## src/rtl/onehot_mux_pkg.sv

```systemverilog
package onehot_mux_pkg;

   typedef enum logic [0:0] {
      MULTI_MERGE   = 1'b0,
      MULTI_DEFAULT = 1'b1
   } multi_policy_e;

   typedef enum logic [1:0] {
      SEL_NONE  = 2'd0,
      SEL_ONE   = 2'd1,
      SEL_MULTI = 2'd2
   } sel_class_e;

endpackage

```

## src/rtl/sel_classifier.sv

```systemverilog
module sel_classifier #(
   parameter int LINES = 4
) (
   input  logic [LINES-1:0]          sel_i,
   output onehot_mux_pkg::sel_class_e class_o
);
   import onehot_mux_pkg::*;

   logic seen_any;
   logic seen_two;

   // running scan: a second hit after any earlier hit marks multi-hot
   always_comb begin
      seen_any = 1'b0;
      seen_two = 1'b0;
      for (int k = 0; k < LINES; k++) begin
         seen_two = seen_two | (seen_any & sel_i[k]);
         seen_any = seen_any | sel_i[k];
      end
   end

   always_comb begin
      if (seen_two)      class_o = SEL_MULTI;
      else if (seen_any) class_o = SEL_ONE;
      else               class_o = SEL_NONE;
   end


   always_comb begin
      multi_count_chk: assert (($countones(sel_i) > 1) == (class_o == SEL_MULTI))
         else $error("classifier disagrees with popcount");
   end

endmodule

```

## src/rtl/slice_or_mux.sv

```systemverilog
module slice_or_mux #(
   parameter int WORD_W = 8,
   parameter int LINES  = 4
) (
   input  logic [WORD_W*LINES-1:0] cand_i,
   input  logic [LINES-1:0]        sel_i,
   output logic [WORD_W-1:0]       merged_o
);
   logic [WORD_W-1:0] gated [LINES];

   for (genvar g = 0; g < LINES; g++) begin : g_gate
      assign gated[g] = cand_i[g*WORD_W +: WORD_W] & {WORD_W{sel_i[g]}};
   end

   always_comb begin
      merged_o = '0;
      for (int k = 0; k < LINES; k++) begin
         merged_o = merged_o | gated[k];
      end
   end


   always_comb begin
      for (int k = 0; k < LINES; k++) begin
         if (sel_i == (LINES'(1) << k)) begin
            single_slice_chk: assert (merged_o == cand_i[k*WORD_W +: WORD_W])
               else $error("lone select did not pass its slice");
         end
      end
   end

endmodule

```

## src/rtl/onehot_fallback_mux.sv

```systemverilog
module onehot_fallback_mux #(
   parameter int WORD_W = 8,
   parameter int LINES  = 4,
   parameter onehot_mux_pkg::multi_policy_e POLICY = onehot_mux_pkg::MULTI_DEFAULT
) (
   input  logic [WORD_W-1:0]       dflt_i,
   input  logic [WORD_W*LINES-1:0] cand_i,
   input  logic [LINES-1:0]        sel_i,
   output logic [WORD_W-1:0]       y_o,
   output logic                    multi_o
);
   import onehot_mux_pkg::*;

   if (WORD_W < 1) begin : g_bad_word
      $error("WORD_W must be at least 1");
   end
   if (LINES < 1) begin : g_bad_lines
      $error("LINES must be at least 1");
   end

   sel_class_e        sel_class;
   logic [WORD_W-1:0] merged;

   sel_classifier #(.LINES(LINES)) u_class (
      .sel_i   (sel_i),
      .class_o (sel_class)
   );

   slice_or_mux #(.WORD_W(WORD_W), .LINES(LINES)) u_merge (
      .cand_i   (cand_i),
      .sel_i    (sel_i),
      .merged_o (merged)
   );

   assign multi_o = (sel_class == SEL_MULTI);

   if (POLICY == MULTI_DEFAULT) begin : g_safe
      always_comb y_o = (sel_class == SEL_ONE) ? merged : dflt_i;


      always_comb begin
         if (multi_o) begin
            safe_fallback_chk: assert (y_o == dflt_i)
               else $error("multi-hot select did not return the fallback word");
         end
      end
   end else begin : g_merge
      always_comb y_o = (sel_class == SEL_NONE) ? dflt_i : merged;


      always_comb begin
         if (multi_o) begin
            merge_cover_chk: assert ((y_o & merged) == merged)
               else $error("merged output lost a selected bit");
         end
      end
   end


   always_comb begin
      if (sel_i == '0) begin
         idle_default_chk: assert (y_o == dflt_i && !multi_o)
            else $error("empty select did not give the fallback word");
      end
   end

endmodule

```

## config.mk

```make
export PLATFORM = sky130hd
export DESIGN_NAME = onehot_fallback_mux
export DESIGN_NICKNAME = d
export VERILOG_FILES = /design/src/rtl/onehot_mux_pkg.sv /design/src/rtl/sel_classifier.sv /design/src/rtl/slice_or_mux.sv /design/src/rtl/onehot_fallback_mux.sv
export SDC_FILE = /design/constraint.sdc
export NUM_CORES = 1
export LEC_CHECK = 0
export BUFFER_PORTS_ARGS = -buffer_cell sky130_fd_sc_hd__buf_2
export CELL_PAD_IN_SITES_DETAIL_PLACEMENT = 1
export CELL_PAD_IN_SITES_GLOBAL_PLACEMENT = 1
export CORE_MARGIN = 1
export CORE_UTILIZATION = 19
export DETAILED_ROUTE_END_ITERATION = 16
export PLACE_DENSITY_LB_ADDON = 0.1
export SYNTH_ARGS = -nofsm -noshare
export SYNTH_HDL_FRONTEND = slang
export SYNTH_SLANG_ARGS = --single-unit
```

## constraint.sdc

```tcl
create_clock -name vclk -period 3.9
set_input_delay 1.17 -clock vclk [all_inputs]
set_output_delay 1.17 -clock vclk [all_outputs]
set_load 0.02 [all_outputs]
```

==> impl_metrics.py, run 1 <==
metrics = {
    "timing": {
        "worst_pin_slew_ns": 0.4919,
        "relSlewSlack_pct": 66.75,
        "rsz0062_at_grt": "no",
        "slew_violations": 0,
        "min_period_ns": 3.695,
        "fin_ws_ns": 0.2047,
        "finalHoldViolCount": 0,
        "final-setup-viol-count": 0,
        "fmax_mhz": 270.6,
        "fin_setup_tns_ns": 0,
        "period_share_pct": 94.75,
    },
    "layout": {
        "clockBufferCount": 0,
        "area_growth_pct": 85.56,
        "finalNetCount": 143,
        "finish.utilization_pct": 39.76,
        "postLayoutCellArea_um2": 626.9,
        "design.seq.count": 0,
        "seqCellArea_um2": 0,
        "drive_above_1_share_pct": 67.01,
        "diodes": 0,
    },
    "yosys": {
        "syn_avg_cell_area_um2": 7.507,
        "yosys-top-cells-count": "a22oi_1, nand2_1, mux2_2, clkbuf_1, nor2_1",
        "synth_area_leaders": "a22oi_1, mux2_2, nand2_1",
        "ys_warn_count": 0,
        "synth_top_area_share_pct": 35.56,
        "synth_xor_area_share_pct": 2.593,
        "netlist_area_um2": 337.8,
        "synthAdderAreaFrac_pct": 2.963,
        "synth_compound_area_share_pct": 41.48,
        "synth_cells": 45,
        "ys_seq_area_share_pct": 0,
        "synthMuxAreaShare_pct": 26.67,
        "synth-simple-area-share_pct": 20.74,
        "synth_top_family_by_area": "compound AO/OA/AOI/OAI gates",
        "syn-num-nets": 89,
        "yosysUniqueCellTypes": 13,
        "synth_area_leader_cell": "a22oi_1",
        "yosys.cell_count.top_type": "a22oi_1",
    },
    "drt": {
        "first_pass_iters": 12,
        "avgRoutedWirePerCell_um": 13.05,
        "postRouteAntennaNets": 0,
        "vias_per_cell": 5.009,
        "drt_iter0_markers": 12,
        "drc": 1,
        "num_vias": 566,
        "wl_um": 1475,
    },
    "floorplanning": {
        "coreArea_um2": 1577,
        "die_h_um": 44.17,
        "start_util_pct": 21.43,
        "die_x_um": 44.17,
        "row_count": 14,
        "boundaryPins": 53,
        "die-area_um2": 1951,
    },
    "hold_path": {
        "hold_class": "input port to primary output",
        "hold_path.startpoint": "dflt_i[6]",
    },
    "global_route": {
        "grt_pass1_vias": 564,
        "overflow": 0,
        "grt_max_degree": 14,
        "grt_pass1_wl_um": 2387,
        "antenna_found_initial": 0,
        "track_usage_pct": 15.31,
    },
    "flow_run": {
        "drv_cap": 0,
    },
    "power_and_ir_drop": {
        "finalPower_uw": 85.51,
        "power_density_nw_per_um2": 136.4,
        "total_leakage_power_uw": 0.0003353,
        "irDropWorstVdd_mv": 0.05379,
    },
    "placed_design": {
        "gp_congestion": 0.7487,
        "place_hpwl_um": 1220,
        "place_area_um2": 626.9,
        "io_buffers": 53,
        "dpl_worst_slack_ns": 0.1902,
    },
    "critical_path": {
        "crit_type": "input port to primary output",
        "worstSetupEndpointType": "primary output",
        "crit_required_ns": 2.73,
        "worst_ep_arrival_time_ns": 2.53,
        "cp-startpoint": "sel_i[0]",
        "path_max_fanout": 13,
        "start_kind": "input port",
    },
    "clock_tree": {
        "cts_resized": 0,
        "postCtsHoldBufs": 0,
        "cts_setup_buffers": 0,
    },
    "status": {
        "violations": "DRC",
        "status": "finished, violations left",
    },
}
-- cell type report --
cell class	instances	area, um2
multi-input combinational	41	319.1
tap	16	20.02
fill	221	949.7
timing repair buffer	56	287.8
-- per-stage QoR --
step	hold WS, ns	instances
finish	2.673	113
global route	2.693	113
CTS	2.679	113
detailed placement	2.678	113
global placement	2.685	113
floorplan	2.531	45
-- logic make-up after synthesis --
family	Yosys count
buf+inv	4
xor+xnor	1
compound gates	17
fa+ha+maj	1
mux	8
simple gates	14
-- cells in the final DEF, fill, tap and decap left out --
cell | Yosys | layout
buf_2 | 0 | 53
a22oi_1 | 16 | 16
nand2_1 | 8 | 8
mux2_2 | 7 | 7
nor2_1 | 3 | 3
buf_4 | 1 | 3
maj3_1 | 1 | 1
nor3_1 | 1 | 1
xor2_1 | 1 | 1
nor4b_2 | 1 | 1
nor4b_1 | 1 | 1
a211oi_4 | 1 | 1
mux2_1 | 1 | 1
-- power by group --
group	leakage, uW	internal, uW	total, uW	switching (uW)
sequential	0	0	0	0
combinational	0.000335	43.3	85.5	42.2
clock	0	0	0	0
total	0.000335	43.3	85.5	42.2
-- critical path, cell delays in order --
cell,delay (ns)
buf_2,0.19
nor4b_1,0.50
a211oi_4,0.05
buf_4,0.16
mux2_1,0.29
buf_2,0.16
-- path summary, 6_finish.rpt --
check                 cells after the start  slack [ns]     end
worst max-delay path                      6        0.20  y_o[6]
worst min-delay path                      3        2.67  y_o[6]
-- metal layers --
layer	vias up	track usage [%]	part of all wire, %
li1	282	-	-
met1	248	20.73	45
met2	36	27.35	45
met3	0	2.041	10
met4	0	0	0
met5	-	0	0
Power figures use the tool's default switching activity.
==> inputs of run 2 (changes only) <==
Settings changed: SETUP_SLACK_MARGIN set to 0.4.
==> run 2 against run 1 <==
  * Critical path type unchanged
  * Sequential cell count did not move
  * Combinational power grew 38%
  * First-iteration DRC count decreased by 17%
  * Clock-buffer cell count unchanged
  * Worst hold slack got worse by 0.018 ns
  * The run still ends with DRC left
  * Power grew 38%
  * Setup slack improved by 0.18 ns
  * Sequential share of layout area unchanged
  * Non-clock buffer count grew 3
  * Core utilization increased by 12 points
  * Largest power group unchanged
==> impl_metrics.py, run 2 (synthesized netlist as in run 1, its figures left out) <==
metrics = {
    "status": {
        "status": "finished, violations left",
        "violations": "DRC",
    },
    "global_route": {
        "antenna_found_initial": 0,
        "overflow": 0,
        "track_usage_pct": 17.84,
        "grt_pass1_vias": 602,
        "grt_max_degree": 14,
        "grt_pass1_wl_um": 2677,
    },
    "layout": {
        "clockBufferCount": 0,
        "drive_above_1_share_pct": 70.00,
        "area_growth_pct": 140.7,
        "nFillCells": 203,
        "seqCellArea_um2": 0,
        "layout_commonest_cell": "buf_2",
        "finalNetCount": 146,
        "design.seq.count": 0,
        "fin_cells": 116,
        "diodes": 0,
        "final_cell_mix": "buf_2, a22oi_1, buf_6",
    },
    "floorplanning": {
        "die_h_um": 44.17,
        "die_x_um": 44.17,
        "row_count": 14,
        "boundaryPins": 53,
        "start_util_pct": 21.43,
        "die-area_um2": 1951,
        "coreArea_um2": 1577,
    },
    "timing": {
        "fin_setup_tns_ns": 0,
        "fmax_mhz": 284.5,
        "holdWs_ns": 2.655,
        "min_period_ns": 3.515,
        "slew_violations": 0,
        "rsz0062_at_grt": "yes",
        "final-setup-viol-count": 0,
        "finalHoldViolCount": 0,
        "worst_pin_slew_ns": 0.2807,
        "period_share_pct": 90.13,
        "relSlewSlack_pct": 81.21,
    },
    "placed_design": {
        "gp_congestion": 0.7487,
        "dp.cells": 113,
        "io_buffers": 53,
        "place_hpwl_um": 1220,
    },
    "drt": {
        "drc": 4,
        "num_vias": 583,
        "first_pass_iters": 10,
        "postRouteAntennaNets": 0,
        "vias_per_cell": 5.026,
        "avgRoutedWirePerCell_um": 15.07,
        "wl_um": 1748,
        "drt_iter0_markers": 10,
    },
    "critical_path": {
        "cpMaxStageDelayCell": "mux2_1",
        "worstSetupEndpointType": "primary output",
        "crit_chain": "buf_12 > buf_12 > nor4b_4 > a211oi_4 > buf_6 > mux2_1 > buf_2",
        "path_max_fanout": 4,
        "crit_required_ns": 2.73,
        "start_kind": "input port",
        "crit_type": "input port to primary output",
        "cp_slowest_stage_delay_ns": 0.29,
        "worst_ep_arrival_time_ns": 2.34,
        "crit_buf_inv": 4,
        "crit_family": "buffers and inverters",
        "cpMostUsedCell": "buf_12",
    },
    "flow_run": {
        "drv_cap": 0,
    },
    "power_and_ir_drop": {
        "power_density_nw_per_um2": 145.1,
        "total_leakage_power_uw": 0.0004342,
        "irDropWorstVdd_mv": 0.07183,
        "finalPower_uw": 118.0,
    },
    "hold_path": {
        "hold_class": "input port to primary output",
    },
}
[run 2: cell count changes in the layout (fill, tap and decap cells not counted), sizes merged]
| cell | before | now |
|---|---|---|
| buf | 56 | 59 |
[run 2: layer usage]
| metal | track usage (%) | share of wire (%) | vias up |
|---|---|---|---|
| li1 | - | - | 287 |
| met1 | 22.49 | 42 | 260 |
| met2 | 33.82 | 48 | 36 |
| met3 | 2.449 | 10 | 0 |
| met4 | 0 | 0 | 0 |
| met5 | 0 | 0 | - |
[run 2: power breakdown]
part | leakage, uW | switching [uW] | total [uW] | internal, uW
clock | 0 | 0 | 0 | 0
combinational | 0.000434 | 51.3 | 118 | 66.7
sequential | 0 | 0 | 0 | 0
[run 2: timing repair]
action / in CTS / in global routing
setup endpoints to repair: 8 / 8
pin swaps: 2 / 1
resized for setup: 36 / 1
hold buffers: 0 / 0
setup buffers: 3 / 0
[run 2: final timing paths]
check	start	to	slack, ns	cells after the start
worst max-delay path	sel_i[2]	y_o[6]	0.39	7
worst min-delay path	dflt_i[7]	y_o[7]	2.65	3
[run 2: layout make-up]
class / count / area [um2] / area share [%]
multi-input cells: 41 / 387.9 / 47.69
well taps: 16 / 20.02 / 2.462
repair buffers: 59 / 405.4 / 49.85
[run 2: through the flow]
| stage | setup slack (ns) | utilization, % | cell area (um2) |
|---|---|---|---|
| finish | 0.3850 | 51.59 | 813.3 |
| global route | 0.3480 | 51.59 | 813.3 |
| CTS | 0.3733 | 51.03 | 804.5 |
| detailed placement | 0.1902 | 39.76 | 626.9 |
| global placement | 0.2106 | 39.76 | 626.9 |
| floorplan | 0.5244 | - | 337.8 |
[run 2: tightest hold or removal path, cell delays in order]
cell and delay [ns]:
buf_2 0.08, mux2_4 0.13, buf_6 0.11
==> inputs of run 3 (changes only) <==
==> constraint.sdc (replaced) <==
create_clock -name vclk -period 3.9
set_input_delay 0.39 -clock vclk [all_inputs]
set_output_delay 0.39 -clock vclk [all_outputs]
set_load 0.02 [all_outputs]
==> run 3 against run 2 <==
  * The flow still finishes with violations (DRC)
  * Die area unchanged
  * Via count is 3.8% lower
  * Combinational power decreased by 32%
  * Sequential cell count unchanged
  * Critical path depth fell by 2
  * Final area is 26% lower
  * Routed wire length shrank 23%
  * First-iteration DRC count is the same
  * Critical endpoint is now y_o[3]
  * Largest cell class is now multi-input combinational cells
  * Largest power group unchanged
  * Highest routed layer unchanged
==> impl_metrics.py, run 3 (synthesized netlist as in run 1, its figures left out) <==
metrics = {
    "status": {
        "status": "finished, violations left",
        "violations": "DRC",
    },
    "layout": {
        "layout_commonest_cell": "buf_2",
        "seqCellArea_um2": 0,
        "final_cell_mix": "buf_2, a22oi_1, nand2_1",
        "diodes": 0,
        "nFillCells": 219,
        "design.seq.count": 0,
        "clockBufferCount": 0,
        "drive_above_1_share_pct": 65.96,
        "area_growth_pct": 78.89,
        "finalNetCount": 140,
    },
    "critical_path": {
        "path_max_fanout": 13,
        "start_kind": "input port",
        "worstSetupEndpointType": "primary output",
        "crit_required_ns": 3.51,
        "worst_ep_arrival_time_ns": 1.79,
        "crit_type": "input port to primary output",
    },
    "floorplanning": {
        "row_count": 14,
        "boundaryPins": 53,
        "die-area_um2": 1951,
        "die_x_um": 44.17,
        "start_util_pct": 21.43,
        "die_h_um": 44.17,
        "coreArea_um2": 1577,
    },
    "power_and_ir_drop": {
        "power_density_nw_per_um2": 133.6,
        "clkPwrFrac_pct": 0,
        "p_int_uw": 40.37,
        "switchingPower_uw": 40.33,
        "pwr-share-seq_pct": 0,
        "irDropWorstVdd_mv": 0.04568,
        "total_leakage_power_uw": 0.0003216,
        "pwr-share-comb_pct": 100.0,
        "finalPower_uw": 80.71,
        "p_sw_share_pct": 49.97,
    },
    "timing": {
        "relSlewSlack_pct": 66.40,
        "min_period_ns": 2.183,
        "period_share_pct": 55.97,
        "fmax_mhz": 458.2,
        "slew_violations": 0,
        "fin_ws_ns": 1.717,
        "rsz0062_at_grt": "no",
        "fin_setup_tns_ns": 0,
        "finalHoldViolCount": 0,
        "worst_pin_slew_ns": 0.4969,
        "final-setup-viol-count": 0,
    },
    "global_route": {
        "grt_pass1_wl_um": 2297,
        "grt_pass1_vias": 544,
        "grt_max_degree": 14,
        "overflow": 0,
        "antenna_found_initial": 0,
        "track_usage_pct": 14.56,
    },
    "hold_path": {
        "hold_class": "input port to primary output",
    },
    "clock_tree": {
        "cts_setup_buffers": 0,
        "postCtsHoldBufs": 0,
        "cts_resized": 0,
    },
    "placed_design": {
        "place_hpwl_um": 1125,
        "dpl_worst_slack_ns": 1.690,
        "gp_congestion": 0.6378,
        "io_buffers": 53,
    },
    "drt": {
        "first_pass_iters": 12,
        "postRouteAntennaNets": 0,
        "wl_um": 1350,
        "drt_iter0_markers": 10,
        "avgRoutedWirePerCell_um": 12.27,
        "num_vias": 561,
        "vias_per_cell": 5.100,
        "drc": 1,
    },
    "flow_run": {
        "drv_cap": 0,
    },
}
[run 3: power groups by stage]
| stage | logic [uW] | registers, uW | clock network [uW] |
|---|---|---|---|
| after floorplan | 47.0 | 0 | 0 |
| after global placement | 81.5 | 0 | 0 |
| after detailed placement | 81.8 | 0 | 0 |
| after CTS | 82.1 | 0 | 0 |
| after global routing | 88.9 | 0 | 0 |
| final | 80.7 | 0 | 0 |
[run 3: area by class of cell]
type	count	area [um2]	share of cell area, %
Multi-Input combinational cell	41	319.1	52.79
Timing Repair Buffer	53	265.3	43.89
Tap cell	16	20.02	3.313
[run 3: through the flow]
stage | hold WS (ns) | util (%) | std cells | instance area, um2
floorplan | 0.9708 | - | 45 | 337.8
global placement | 1.126 | 38.33 | 110 | 604.3
detailed placement | 1.128 | 38.33 | 110 | 604.3
CTS | 1.128 | 38.33 | 110 | 604.3
global route | 1.134 | 38.33 | 110 | 604.3
finish | 1.125 | 38.33 | 110 | 604.3
[run 3: metal layers]
| metal | vias to the layer above | GRT usage [%] | part of all wire (%) |
|---|---|---|---|
| met2 | 36 | 28.24 | 46 |
| met5 | - | 0 | 0 |
| met3 | 0 | 2.449 | 12 |
| li1 | 277 | - | - |
| met1 | 248 | 17.56 | 42 |
| met4 | 0 | 0 | 0 |
[run 3: path summary, 6_finish.rpt]
kind | startpoint | endpoint | slack (ns) | depth (start not counted)
min | dflt_i[0] | y_o[0] | 1.12 | 3
max | sel_i[2] | y_o[3] | 1.72 | 5
[run 3: worst max-delay path, cell delays in order]
cell	delay, ns
buf_2	0.24
xor2_1	0.15
a211oi_4	0.47
mux2_2	0.39
buf_2	0.16
